$ cat src/rtl/uart_rf_pkg.sv
package uart_rf_pkg;
  localparam int REG_W = 16;

  localparam int IDX_RXD  = 'h00;
  localparam int IDX_TXD  = 'h10;
  localparam int IDX_CTL1 = 'h20;
  localparam int IDX_CTL2 = 'h21;
  localparam int IDX_CTL3 = 'h22;
  localparam int IDX_CTL4 = 'h23;
  localparam int IDX_FIFO = 'h24;
  localparam int IDX_STS1 = 'h25;
  localparam int IDX_STS2 = 'h26;
  localparam int IDX_BINC = 'h29;
  localparam int IDX_BMOD = 'h2A;
  localparam int IDX_BCNT = 'h2B;
  localparam int IDX_MSEC = 'h2C;
  localparam int IDX_TEST = 'h2D;

  localparam int CTL1_TXMT_EN = 6;
  localparam int CTL2_SRST    = 0;
  localparam int CTL2_TXEN    = 2;
  localparam int STS1_RRDY    = 9;
  localparam int STS2_RDR     = 0;
  localparam int STS2_BRK     = 2;
  localparam int TEST_RXMT    = 5;
  localparam int TEST_TXMT    = 6;
  localparam int RXD_CHRDY    = 15;

  localparam logic [REG_W-1:0] RST_CTL2  = 16'h0001;
  localparam logic [REG_W-1:0] RST_CTL3  = 16'h0700;
  localparam logic [REG_W-1:0] RST_BCNT  = 16'h0004;
  localparam logic [REG_W-1:0] RST_STS1  = 16'h6040;
  localparam logic [REG_W-1:0] RST_STS2  = 16'h4028;
  localparam logic [REG_W-1:0] RST_RXBUF = 16'h4000;
  localparam logic [REG_W-1:0] BRK_WORD  = 16'h5800;

  localparam logic [REG_W-1:0] W1C_STS1  = 16'h8DB8;
  localparam logic [REG_W-1:0] W1C_STS2  = 16'h1086;
  localparam logic [REG_W-1:0] RDY_MASK  = 16'h2200;
  localparam logic [REG_W-1:0] TXFE_MASK = 16'h4000;
  localparam logic [REG_W-1:0] CTL4_MASK = 16'h0009;
endpackage

$ cat src/rtl/uart_rx_hold.sv
module uart_rx_hold
  import uart_rf_pkg::*;
#(
  parameter int CHAR_W = 8
) (
  input  logic             clk_i,
  input  logic             rst_ni,
  input  logic             srst_i,
  input  logic             push_i,
  input  logic             brk_i,
  input  logic [CHAR_W-1:0] data_i,
  input  logic             pop_i,
  output logic             full_o,
  output logic [REG_W-1:0] buf_o,
  output logic             brk_set_o
);
  logic             full_q;
  logic [REG_W-1:0] buf_q;
  logic             accept;

  assign accept    = (push_i | brk_i) & ~full_q & ~srst_i;
  assign brk_set_o = accept & brk_i;
  assign full_o    = full_q;
  assign buf_o     = buf_q;

  always_ff @(posedge clk_i or negedge rst_ni) begin
    if (!rst_ni) begin
      full_q <= 1'b0;
      buf_q  <= RST_RXBUF;
    end else if (srst_i) begin
      full_q <= 1'b0;
      buf_q  <= RST_RXBUF;
    end else begin
      if (pop_i) full_q <= 1'b0;
      if (accept) begin
        full_q <= 1'b1;
        buf_q  <= brk_i ? BRK_WORD : REG_W'(data_i);
      end
    end
  end

  p_hold_keep_r6: assert property (@(posedge clk_i) disable iff (!rst_ni)
    (full_q && !pop_i && !srst_i) |=> (full_q && $stable(buf_q)));

  p_pop_empties_r8: assert property (@(posedge clk_i) disable iff (!rst_ni)
    (pop_i && full_q) |=> !full_q);
endmodule

$ cat src/rtl/uart_irq_gen.sv
module uart_irq_gen
  import uart_rf_pkg::*;
(
  input  logic             clk_i,
  input  logic             rst_ni,
  input  logic [REG_W-1:0] sts1_i,
  input  logic [REG_W-1:0] ctl1_i,
  input  logic [REG_W-1:0] sts2_i,
  input  logic [REG_W-1:0] ctl4_i,
  output logic             irq_o
);
  logic             term1, term2;
  logic [REG_W-1:0] mask2;
  logic             irq_q;

  // enable bits share positions with the status bits they qualify
  assign term1 = |(sts1_i & ctl1_i & RDY_MASK);
  assign mask2 = (ctl1_i[CTL1_TXMT_EN] ? TXFE_MASK : '0) | (ctl4_i & CTL4_MASK);
  assign term2 = |(sts2_i & mask2);

  always_ff @(posedge clk_i or negedge rst_ni) begin
    if (!rst_ni) irq_q <= 1'b0;
    else         irq_q <= term1 | term2;
  end

  assign irq_o = irq_q;

  p_irq_term1_r11: assert property (@(posedge clk_i) disable iff (!rst_ni)
    term1 |=> irq_o);

  p_irq_term2_r12: assert property (@(posedge clk_i) disable iff (!rst_ni)
    term2 |=> irq_o);

  p_irq_drop_r13: assert property (@(posedge clk_i) disable iff (!rst_ni)
    (!term1 && !term2) |=> !irq_o);
endmodule

$ cat src/rtl/uart_regfile.sv
module uart_regfile
  import uart_rf_pkg::*;
#(
  parameter int ADDR_W = 12,
  parameter int DATA_W = 32,
  parameter int CHAR_W = 8
) (
  input  logic              clk_i,
  input  logic              rst_ni,
  input  logic              req_i,
  input  logic              we_i,
  input  logic [ADDR_W-1:0] addr_i,
  input  logic [DATA_W-1:0] wdata_i,
  output logic [DATA_W-1:0] rdata_o,
  input  logic              rx_valid_i,
  input  logic              rx_break_i,
  input  logic [CHAR_W-1:0] rx_data_i,
  output logic              rx_ready_o,
  output logic              tx_strobe_o,
  output logic [CHAR_W-1:0] tx_data_o,
  output logic              irq_o
);
  localparam int IDX_W = ADDR_W - 2;

  logic [IDX_W-1:0] idx;
  logic [REG_W-1:0] wd;
  logic             wr, rd, srst;

  logic [REG_W-1:0] ctl1_q, ctl2_q, ctl3_q, ctl4_q, fifo_q, bmod_q, bcnt_q, msec_q;
  logic [REG_W-1:0] sts1_q, sts2_q;
  logic [REG_W-1:0] sts1_rd, sts2_rd, test_rd, rxd_rd;
  logic             tx_stb_q;
  logic [CHAR_W-1:0] tx_dat_q;

  logic             rx_full, brk_set, pop;
  logic [REG_W-1:0] rx_buf;

  logic unused_bits;
  assign unused_bits = ^{wdata_i[DATA_W-1:REG_W], addr_i[1:0]};

  assign idx  = addr_i[ADDR_W-1:2];
  assign wd   = wdata_i[REG_W-1:0];
  assign wr   = req_i & we_i;
  assign rd   = req_i & ~we_i;
  assign srst = wr && (idx == IDX_W'(IDX_CTL2)) && !wd[CTL2_SRST];
  assign pop  = rd && (idx == IDX_W'(IDX_RXD)) && rx_full;

  uart_rx_hold #(.CHAR_W(CHAR_W)) rx_hold_i (
    .clk_i     (clk_i),
    .rst_ni    (rst_ni),
    .srst_i    (srst),
    .push_i    (rx_valid_i),
    .brk_i     (rx_break_i),
    .data_i    (rx_data_i),
    .pop_i     (pop),
    .full_o    (rx_full),
    .buf_o     (rx_buf),
    .brk_set_o (brk_set)
  );

  // receive-ready, data-ready and rx-empty all track buffer occupancy
  always_comb begin
    sts1_rd = sts1_q;
    sts1_rd[STS1_RRDY] = rx_full;
    sts2_rd = sts2_q;
    sts2_rd[STS2_RDR] = rx_full;
    test_rd = '0;
    test_rd[TEST_RXMT] = ~rx_full;
    test_rd[TEST_TXMT] = 1'b1;
    rxd_rd = rx_buf;
    rxd_rd[RXD_CHRDY] = rx_buf[RXD_CHRDY] | rx_full;
  end

  assign rx_ready_o = ~rx_full;

  always_ff @(posedge clk_i or negedge rst_ni) begin
    if (!rst_ni) begin
      ctl1_q <= '0; ctl2_q <= RST_CTL2; ctl3_q <= RST_CTL3; ctl4_q <= '0;
      fifo_q <= '0; bmod_q <= '0; bcnt_q <= RST_BCNT; msec_q <= '0;
      sts1_q <= RST_STS1; sts2_q <= RST_STS2;
      tx_stb_q <= 1'b0; tx_dat_q <= '0;
    end else begin
      tx_stb_q <= 1'b0;
      if (srst) begin
        ctl1_q <= '0; ctl3_q <= RST_CTL3; ctl4_q <= '0;
        fifo_q <= '0; bmod_q <= '0; bcnt_q <= RST_BCNT; msec_q <= '0;
        sts1_q <= RST_STS1; sts2_q <= RST_STS2;
        ctl2_q <= wd | RST_CTL2;
      end else begin
        if (wr) begin
          case (idx)
            IDX_W'(IDX_CTL1): ctl1_q <= wd;
            IDX_W'(IDX_CTL2): ctl2_q <= wd;
            IDX_W'(IDX_CTL3): ctl3_q <= wd;
            IDX_W'(IDX_CTL4): ctl4_q <= wd;
            IDX_W'(IDX_FIFO): fifo_q <= wd;
            IDX_W'(IDX_STS1): sts1_q <= sts1_q & ~(wd & W1C_STS1);
            IDX_W'(IDX_STS2): sts2_q <= sts2_q & ~(wd & W1C_STS2);
            IDX_W'(IDX_BINC): bcnt_q <= wd;
            IDX_W'(IDX_BMOD): bmod_q <= wd;
            IDX_W'(IDX_MSEC): msec_q <= wd;
            IDX_W'(IDX_TXD): begin
              if (ctl2_q[CTL2_TXEN]) begin
                tx_stb_q <= 1'b1;
                tx_dat_q <= wd[CHAR_W-1:0];
              end
            end
            default: ;
          endcase
        end
        if (brk_set) sts2_q[STS2_BRK] <= 1'b1;
      end
    end
  end

  always_comb begin
    rdata_o = '0;
    case (idx)
      IDX_W'(IDX_RXD):  rdata_o = DATA_W'(rxd_rd);
      IDX_W'(IDX_CTL1): rdata_o = DATA_W'(ctl1_q);
      IDX_W'(IDX_CTL2): rdata_o = DATA_W'(ctl2_q);
      IDX_W'(IDX_CTL3): rdata_o = DATA_W'(ctl3_q);
      IDX_W'(IDX_CTL4): rdata_o = DATA_W'(ctl4_q);
      IDX_W'(IDX_FIFO): rdata_o = DATA_W'(fifo_q);
      IDX_W'(IDX_STS1): rdata_o = DATA_W'(sts1_rd);
      IDX_W'(IDX_STS2): rdata_o = DATA_W'(sts2_rd);
      IDX_W'(IDX_BMOD): rdata_o = DATA_W'(bmod_q);
      IDX_W'(IDX_BCNT): rdata_o = DATA_W'(bcnt_q);
      IDX_W'(IDX_MSEC): rdata_o = DATA_W'(msec_q);
      IDX_W'(IDX_TEST): rdata_o = DATA_W'(test_rd);
      default:          rdata_o = '0;
    endcase
  end

  assign tx_strobe_o = tx_stb_q;
  assign tx_data_o   = tx_dat_q;

  uart_irq_gen irq_gen_i (
    .clk_i  (clk_i),
    .rst_ni (rst_ni),
    .sts1_i (sts1_rd),
    .ctl1_i (ctl1_q),
    .sts2_i (sts2_rd),
    .ctl4_i (ctl4_q),
    .irq_o  (irq_o)
  );

  p_srst_bit_set_r4: assert property (@(posedge clk_i) disable iff (!rst_ni)
    ctl2_q[CTL2_SRST]);

  p_tx_gated_r9: assert property (@(posedge clk_i) disable iff (!rst_ni)
    tx_strobe_o |-> $past(ctl2_q[CTL2_TXEN]));

  p_tx_flags_kept_r9: assert property (@(posedge clk_i) disable iff (!rst_ni)
    (sts1_rd[13] && sts2_rd[3]));

  p_test_write_ignored_r10: assert property (@(posedge clk_i) disable iff (!rst_ni)
    (wr && idx == IDX_W'(IDX_TEST)) |=> $stable(ctl1_q) && $stable(sts2_q[14:3]));
endmodule

$ cat config.mk
export PLATFORM = sky130hd
export DESIGN_NAME = uart_regfile
export DESIGN_NICKNAME = d
export VERILOG_FILES = /design/src/rtl/uart_rf_pkg.sv /design/src/rtl/uart_rx_hold.sv /design/src/rtl/uart_irq_gen.sv /design/src/rtl/uart_regfile.sv
export SDC_FILE = /design/constraint.sdc
export NUM_CORES = 1
export LEC_CHECK = 0
export BUFFER_PORTS_ARGS = -buffer_cell sky130_fd_sc_hd__buf_4
export CAP_MARGIN = 20
export CORE_MARGIN = 2
export CORE_UTILIZATION = 35
export CTS_CLUSTER_SIZE = 24
export DETAILED_ROUTE_END_ITERATION = 7
export SYNTH_ARGS = -nofsm -noshare
export SYNTH_HDL_FRONTEND = slang
export SYNTH_SLANG_ARGS = --single-unit
$ cat constraint.sdc
create_clock -name clk_i -period 3.58 [get_ports clk_i]
set_clock_uncertainty 0.15 [all_clocks]
set_input_delay 0.716 -clock clk_i [delete_from_list [all_inputs] [get_ports clk_i]]
set_output_delay 0.716 -clock clk_i [all_outputs]
set_load 0.05 [all_outputs]
==> results.toml, run 1 <==
[status]
status = "completed"

[floorplanning]
start_util_pct = 35.8
die_w_um = 156
fp-row-count = 55
coreArea_um2 = 22700
die_y_um = 156
die_area_um2 = 24500
num_io_pins = 101

[timing]
hold_viol_final = 0
slew_headroom_pct = 54.5
fmax_ghz = 0.289
fin_crit_sh_pct = 96.7
whs_ns = 0.144
slew_violations = 0
tightest_slew_ns = 0.682
rsz0062_at_grt = "false"
setup_viol = 0
min_period_ns = 3.46
tns_ns = 0

[detailed_routing]
avgViaCountPerCell = 5.45
wl_per_cell_um = 19.9
routed-via-count = 6904
drtIter0Drc = 511
drt_wl_total_mm = 25.2
firstDrtPassIters = 5
drc = 0
ant_nets = 0

[synth]
syn_area_per_cell_um2 = 9.12
synth_warnings = 0
ys_ff_latch = 163
syn_area_um2 = 8130
synth_cell_types = 53
synthArstFlopShare_pct = 100
synth_ff_type = "dfrtp_1"
synth-seq-area-share_pct = 50.3
synth_cells = 891
synth_edf_count = 0

[cts]
cts-root-buf = "clkbuf_16"
cts_tree = "built"
cts_sinks = 163
clockBufferDepth = 2
clk_latency_ns = 0.43
ctsHoldBuffers = 0
cts_htree_levels = 4
numCtsBuffers = 17
clk_pin_slew_worst_paths_ns = 0.06

[placement]
gp_congestion = 0.884
dpl_cell_area_um2 = 9160
io_buffers = 66
dp_hpwl_mm = 17.6

[critical_path]
crit_chain = "buf_4 > or3_4 > or4b_2 > o32ai_1 > a21oi_1 > nand3_1 > buf_4"
cp-end-kind = "primary output"
path_delay_family = "simple AND/OR/NAND/NOR gates"
r2r_start = "rx_hold_i.full_o"
start_kind = "input pin"
worstPathArrival_ns = 2.59
cp.required_ns = 2.71
reg2reg_depth = 6
crit_top_cell = "buf_4"
slowest_stage = "or4b_2"
critPathKind = "input pin to primary output"
critPathMaxFanout = 6
cp.buffers_inverters = 2
r2r-end = "rx_hold_i.buf_o[6]"
max_stage_delay_ns = 0.74
r2r_slack_ns = 1.63

[power_and_ir_drop]
p_per_area_nw_per_um2 = 410
max-vdd-ir-drop_v = 0.000288
leakage_nw = 4.39
power_mw = 4.00

[final_layout]
layout-drive-gt1-share_pct = 24.0
multi_input_area_um2 = 3600
seq_area_um2 = 4090
n_antenna_cell = 0
finish.instance_area_um2 = 9740
nets = 1027
synthToLayoutAreaGrowth_pct = 19.9
fin_util_pct = 42.9
nFillCells = 2300

[global_route]
grt_max_degree = 70
grt_pass1_vias = 6839
grt_pass1_wl_mm = 39.1
overflow = 0
grt_usage_pct = 21.2
antenna_found_initial = 0

[worst_hold_path]
hp-class = "input pin to async pin"

[job]
max_cap_viol_count = 0
==> area by class of cell <==
class	count	share of cell area [%]
multi-input cells	648	37.0
clock buffers	18	4.40
inverters	3	0.116
repair buffers	136	11.4
well taps	285	3.66
clock inverters	14	1.44
flip-flops and latches	163	42.0
==> kinds of logic after synthesis <==
family,count (synthesis),share of synthesized area [%]
AO/OA/AOI/OAI,211,15.5
flip-flops,163,50.3
buffers and inverters,95,6.24
AND/OR/NAND/NOR,370,20.9
other,1,0.0462
multiplexers,51,6.94
==> placed cells by master, fill, tap and decap left out, types with 3 or more instances in the layout <==
| master | synthesis | final |
|---|---|---|
| a222oi_1 | 3 | 3 |
| buf_4 | 22 | 128 |
| nand2_1 | 245 | 245 |
| nor4_2 | 3 | 3 |
| clkinv_2 | 0 | 6 |
| nor4_4 | 3 | 3 |
| dfstp_2 | 8 | 8 |
| a31oi_1 | 3 | 3 |
| buf_12 | 0 | 7 |
| and2_1 | 3 | 3 |
| o22a_1 | 7 | 7 |
| nand3_1 | 25 | 25 |
| o21ai_0 | 7 | 6 |
| nor3_1 | 6 | 6 |
| conb_1 | 1 | 16 |
| a22o_1 | 5 | 5 |
| and3_1 | 8 | 8 |
| nand2b_1 | 5 | 5 |
| clkinv_4 | 0 | 4 |
| a221oi_1 | 8 | 8 |
| inv_1 | 3 | 3 |
| a22oi_1 | 31 | 31 |
| dfrtp_1 | 155 | 155 |
| a21oi_1 | 136 | 136 |
| clkbuf_16 | 0 | 17 |
| mux2_2 | 43 | 43 |
| mux2i_1 | 8 | 8 |
| nor3b_1 | 11 | 11 |
| nor2_1 | 36 | 36 |
==> cells in the mapped netlist (3+ instances only) <==
master / number / area [um^2]
a21oi_1: 136 / 681
a221oi_1: 8 / 70.1
a222oi_1: 3 / 30.0
a22o_1: 5 / 43.8
a22oi_1: 31 / 233
a31oi_1: 3 / 18.8
and2_1: 3 / 18.8
and3_1: 8 / 50.1
buf_1: 4 / 15.0
buf_2: 30 / 150
buf_4: 22 / 165
buf_6: 4 / 45.0
clkbuf_1: 32 / 120
dfrtp_1: 155 / 3880
dfstp_2: 8 / 210
inv_1: 3 / 11.3
mux2_2: 43 / 484
mux2i_1: 8 / 80.1
nand2_1: 245 / 920
nand2b_1: 5 / 31.3
nand3_1: 25 / 125
nor2_1: 36 / 135
nor3_1: 6 / 30.0
nor3b_1: 11 / 82.6
nor4_2: 3 / 37.5
nor4_4: 3 / 63.8
nor4b_1: 3 / 26.3
o21ai_0: 7 / 35.0
o22a_1: 7 / 61.3
==> routing by layer <==
metal	track usage (%)	share of wire, %
met1	29.0	44
met2	34.7	48
met3	3.43	5.3
met4	6.33	2.1
met5	0	0
==> power breakdown <==
| part | internal (mW) | leakage, nW | switching [mW] |
|---|---|---|---|
| clock network | 1.02 | 0.279 | 0.764 |
| logic | 0.0960 | 1.88 | 0.204 |
| registers | 1.88 | 2.23 | 0.0278 |
==> worst max path at each step <==
| stage | from | to | slack (ns) | cells after the start |
|---|---|---|---|---|
| final | addr_i[9] | rdata_o[4] | 0.12 | 7 |
| after global routing | addr_i[9] | rdata_o[4] | 0.07 | 7 |
| after CTS | addr_i[9] | rdata_o[4] | 0.05 | 7 |
| after detailed placement | addr_i[9] | rdata_o[11] | -0.05 | 7 |
| after global placement | addr_i[9] | rdata_o[11] | -0.07 | 7 |
| after floorplan | addr_i[9] | rdata_o[10] | 0.16 | 5 |
==> registers in the layout, indices dropped and copies added, names as in the netlist <==
register,count
ctl2_q,16
msec_q,16
tx_data_o,8
fifo_q,16
rx_hold_i.full_o,1
sts2_q,5
rx_hold_i.buf_o,10
sts1_q,9
ctl3_q,16
ctl4_q,16
bcnt_q,16
tx_strobe_o,1
ctl1_q,16
bmod_q,16
irq_gen_i.irq_o,1
==> timing repair <==
| item | in CTS | in global routing |
|---|---|---|
| gates resized for setup | 1 | 2 |
| cloned | 0 | 0 |
| pin swaps | 0 | 0 |
| buffers inserted | 0 | 0 |
| endpoints found under the setup margin | 6 | 3 |
==> stage by stage <==
stage          instances  worst slack, ns
2_1_floorplan        906            0.157
3_5_place_dp        1235          -0.0526
6_report            1267            0.119
4_1_cts             1267           0.0474
5_1_grt             1267           0.0664
3_3_place_gp        1235          -0.0673
No activity file was read; power rests on OpenSTA's default activity.
==> run 2: changes to the inputs <==
Settings changed: MAX_ROUTING_LAYER set to met4.
==> run 2 against run 1 <==
Against the previous run: non-clock buffer count fell by 1; flip-flop and latch count stayed put; first-iteration DRC count increased by 3.5%; cell count hardly changed; global-route usage increased by 0.67 points; sequential share of layout area fell by 0.12 points; die area unchanged; hold slack improved by 0.050 ns; wire length is 0.78% higher; utilization rose by 0.12 points.
==> results.toml, run 2 (same netlist as run 1, synthesis figures left out) <==
[global_route]
grt_usage_pct = 21.9
overflow = 0
grt_pass1_wl_mm = 39.2
grt_pass1_vias = 6801
grt_max_degree = 82
antenna_found_initial = 0

[placement]
io_buffers = 66
dp.cells = 1234
dp_hpwl_mm = 17.4
dpl_cell_area_um2 = 9170
gp_congestion = 0.901
dp_slack_ns = -0.0723

[power_and_ir_drop]
leakage_nw = 4.39
p_per_area_nw_per_um2 = 417
netSwitchingPower_mw = 1.04
combPwrFrac_pct = 7.5
max-vdd-ir-drop_v = 0.000322
seq_power_share_pct = 46.9
p_int_mw = 3.04
switching_share_pct = 25.6
power_mw = 4.08
pwr-share-clk_pct = 45.7

[critical_path]
crit_top_cell = "buf_4"
worstPathArrival_ns = 2.62
crit_chain = "buf_4 > or3_4 > or4b_2 > o32ai_1 > a21oi_1 > nand3_1 > buf_4"
max_stage_delay_ns = 0.75
critPathMaxFanout = 7
r2r_slack_ns = 1.82
cp-end-kind = "primary output"
path_delay_family = "simple AND/OR/NAND/NOR gates"
start_kind = "input pin"
reg2reg_depth = 6
slowest_stage = "or4b_2"
endpoint = "rdata_o[4]"
r2r_start = "rx_hold_i.full_o"
startpoint = "addr_i[9]"
cp.depth = 7
cp.required_ns = 2.71
critPathKind = "input pin to primary output"
r2r-end = "rx_hold_i.buf_o[7]"
cp.buffers_inverters = 2

[final_layout]
nFillCells = 2228
layout-drive-gt1-share_pct = 24.1
finish.instance_area_um2 = 9770
synthToLayoutAreaGrowth_pct = 20.2
final_common_cell = "nand2_1"
final_cells = 1266
n_antenna_cell = 0
seq_area_um2 = 4090
mostFrequentLayoutCells = "nand2_1, dfrtp_1, a21oi_1, buf_4, mux2_2"
fin_util_pct = 43.0
multi_input_area_um2 = 3600
nets = 1026

[cts]
clockBufferDepth = 2
cts_tree = "built"
cts_sinks = 163
numCtsBuffers = 17
clk_latency_ns = 0.43
cts-root-buf = "clkbuf_16"
post_cts_buffers = 0
cts_htree_levels = 4
clk_pin_slew_worst_paths_ns = 0.06

[floorplanning]
die_area_um2 = 24500
die_w_um = 156
start_util_pct = 35.8
fp-row-count = 55
coreArea_um2 = 22700
num_io_pins = 101
die_y_um = 156

[detailed_routing]
routed-via-count = 6926
firstDrtPassIters = 5
drtIter0Drc = 529
drt_wl_total_mm = 25.4
avgViaCountPerCell = 5.47
wl_per_cell_um = 20.0
drc = 0
ant_nets = 0

[timing]
tightest_slew_ns = 0.806
slew_violations = 0
setup_ws_ns = 0.0954
fmax_ghz = 0.287
slew_headroom_pct = 46.3
setup_viol = 0
whs_ns = 0.195
rsz0062_at_grt = "false"
fin_crit_sh_pct = 97.3
hold_viol_final = 0
tns_ns = 0
min_period_ns = 3.48

[worst_hold_path]
hp-class = "input pin to async pin"

[job]
max_cap_viol_count = 0

[status]
status = "completed"
-- run 2: layer usage --
metal | GRT usage (%) | routed length [um] | up-vias
met5 | - | 0 | -
met4 | 7.21 | 629 | 0
met3 | 3.99 | 1550 | 40
met2 | 33.9 | 12000 | 243
met1 | 29.1 | 11200 | 3453
li1 | - | - | 3190
-- run 2: layout make-up --
| class | instances | share of cell area [%] |
|---|---|---|
| clock buffer | 18 | 4.49 |
| clock inverter | 14 | 1.56 |
| inverter | 3 | 0.115 |
| multi-input combinational | 648 | 36.9 |
| sequential | 163 | 41.8 |
| tap | 285 | 3.65 |
| timing repair buffer | 135 | 11.4 |
-- run 2: worst min path at each step --
stage,start,end,slack [ns]
after floorplan,rst_ni,bcnt_q[0],0.27
after global placement,ctl3_q[9],ctl3_q[9],0.32
after detailed placement,bcnt_q[2],bcnt_q[2],0.33
after CTS,rst_ni,msec_q[8],0.23
after global routing,rst_ni,msec_q[8],0.24
final,rst_ni,msec_q[8],0.19
-- run 2: repair_timing --
action / in CTS / in global routing
gates resized for setup: 3 / 0
endpoints found under the setup margin: 7 / 0
hold buffers: 0 / 0
-- run 2: power groups by stage --
stage	registers, mW	logic, mW	clock network (mW)
3_3_place_gp	1.94	0.303	0
3_5_place_dp	1.95	0.304	0
5_1_grt	1.92	0.330	1.97
6_report	1.91	0.304	1.86
4_1_cts	1.91	0.306	1.89
2_1_floorplan	1.93	0.175	0
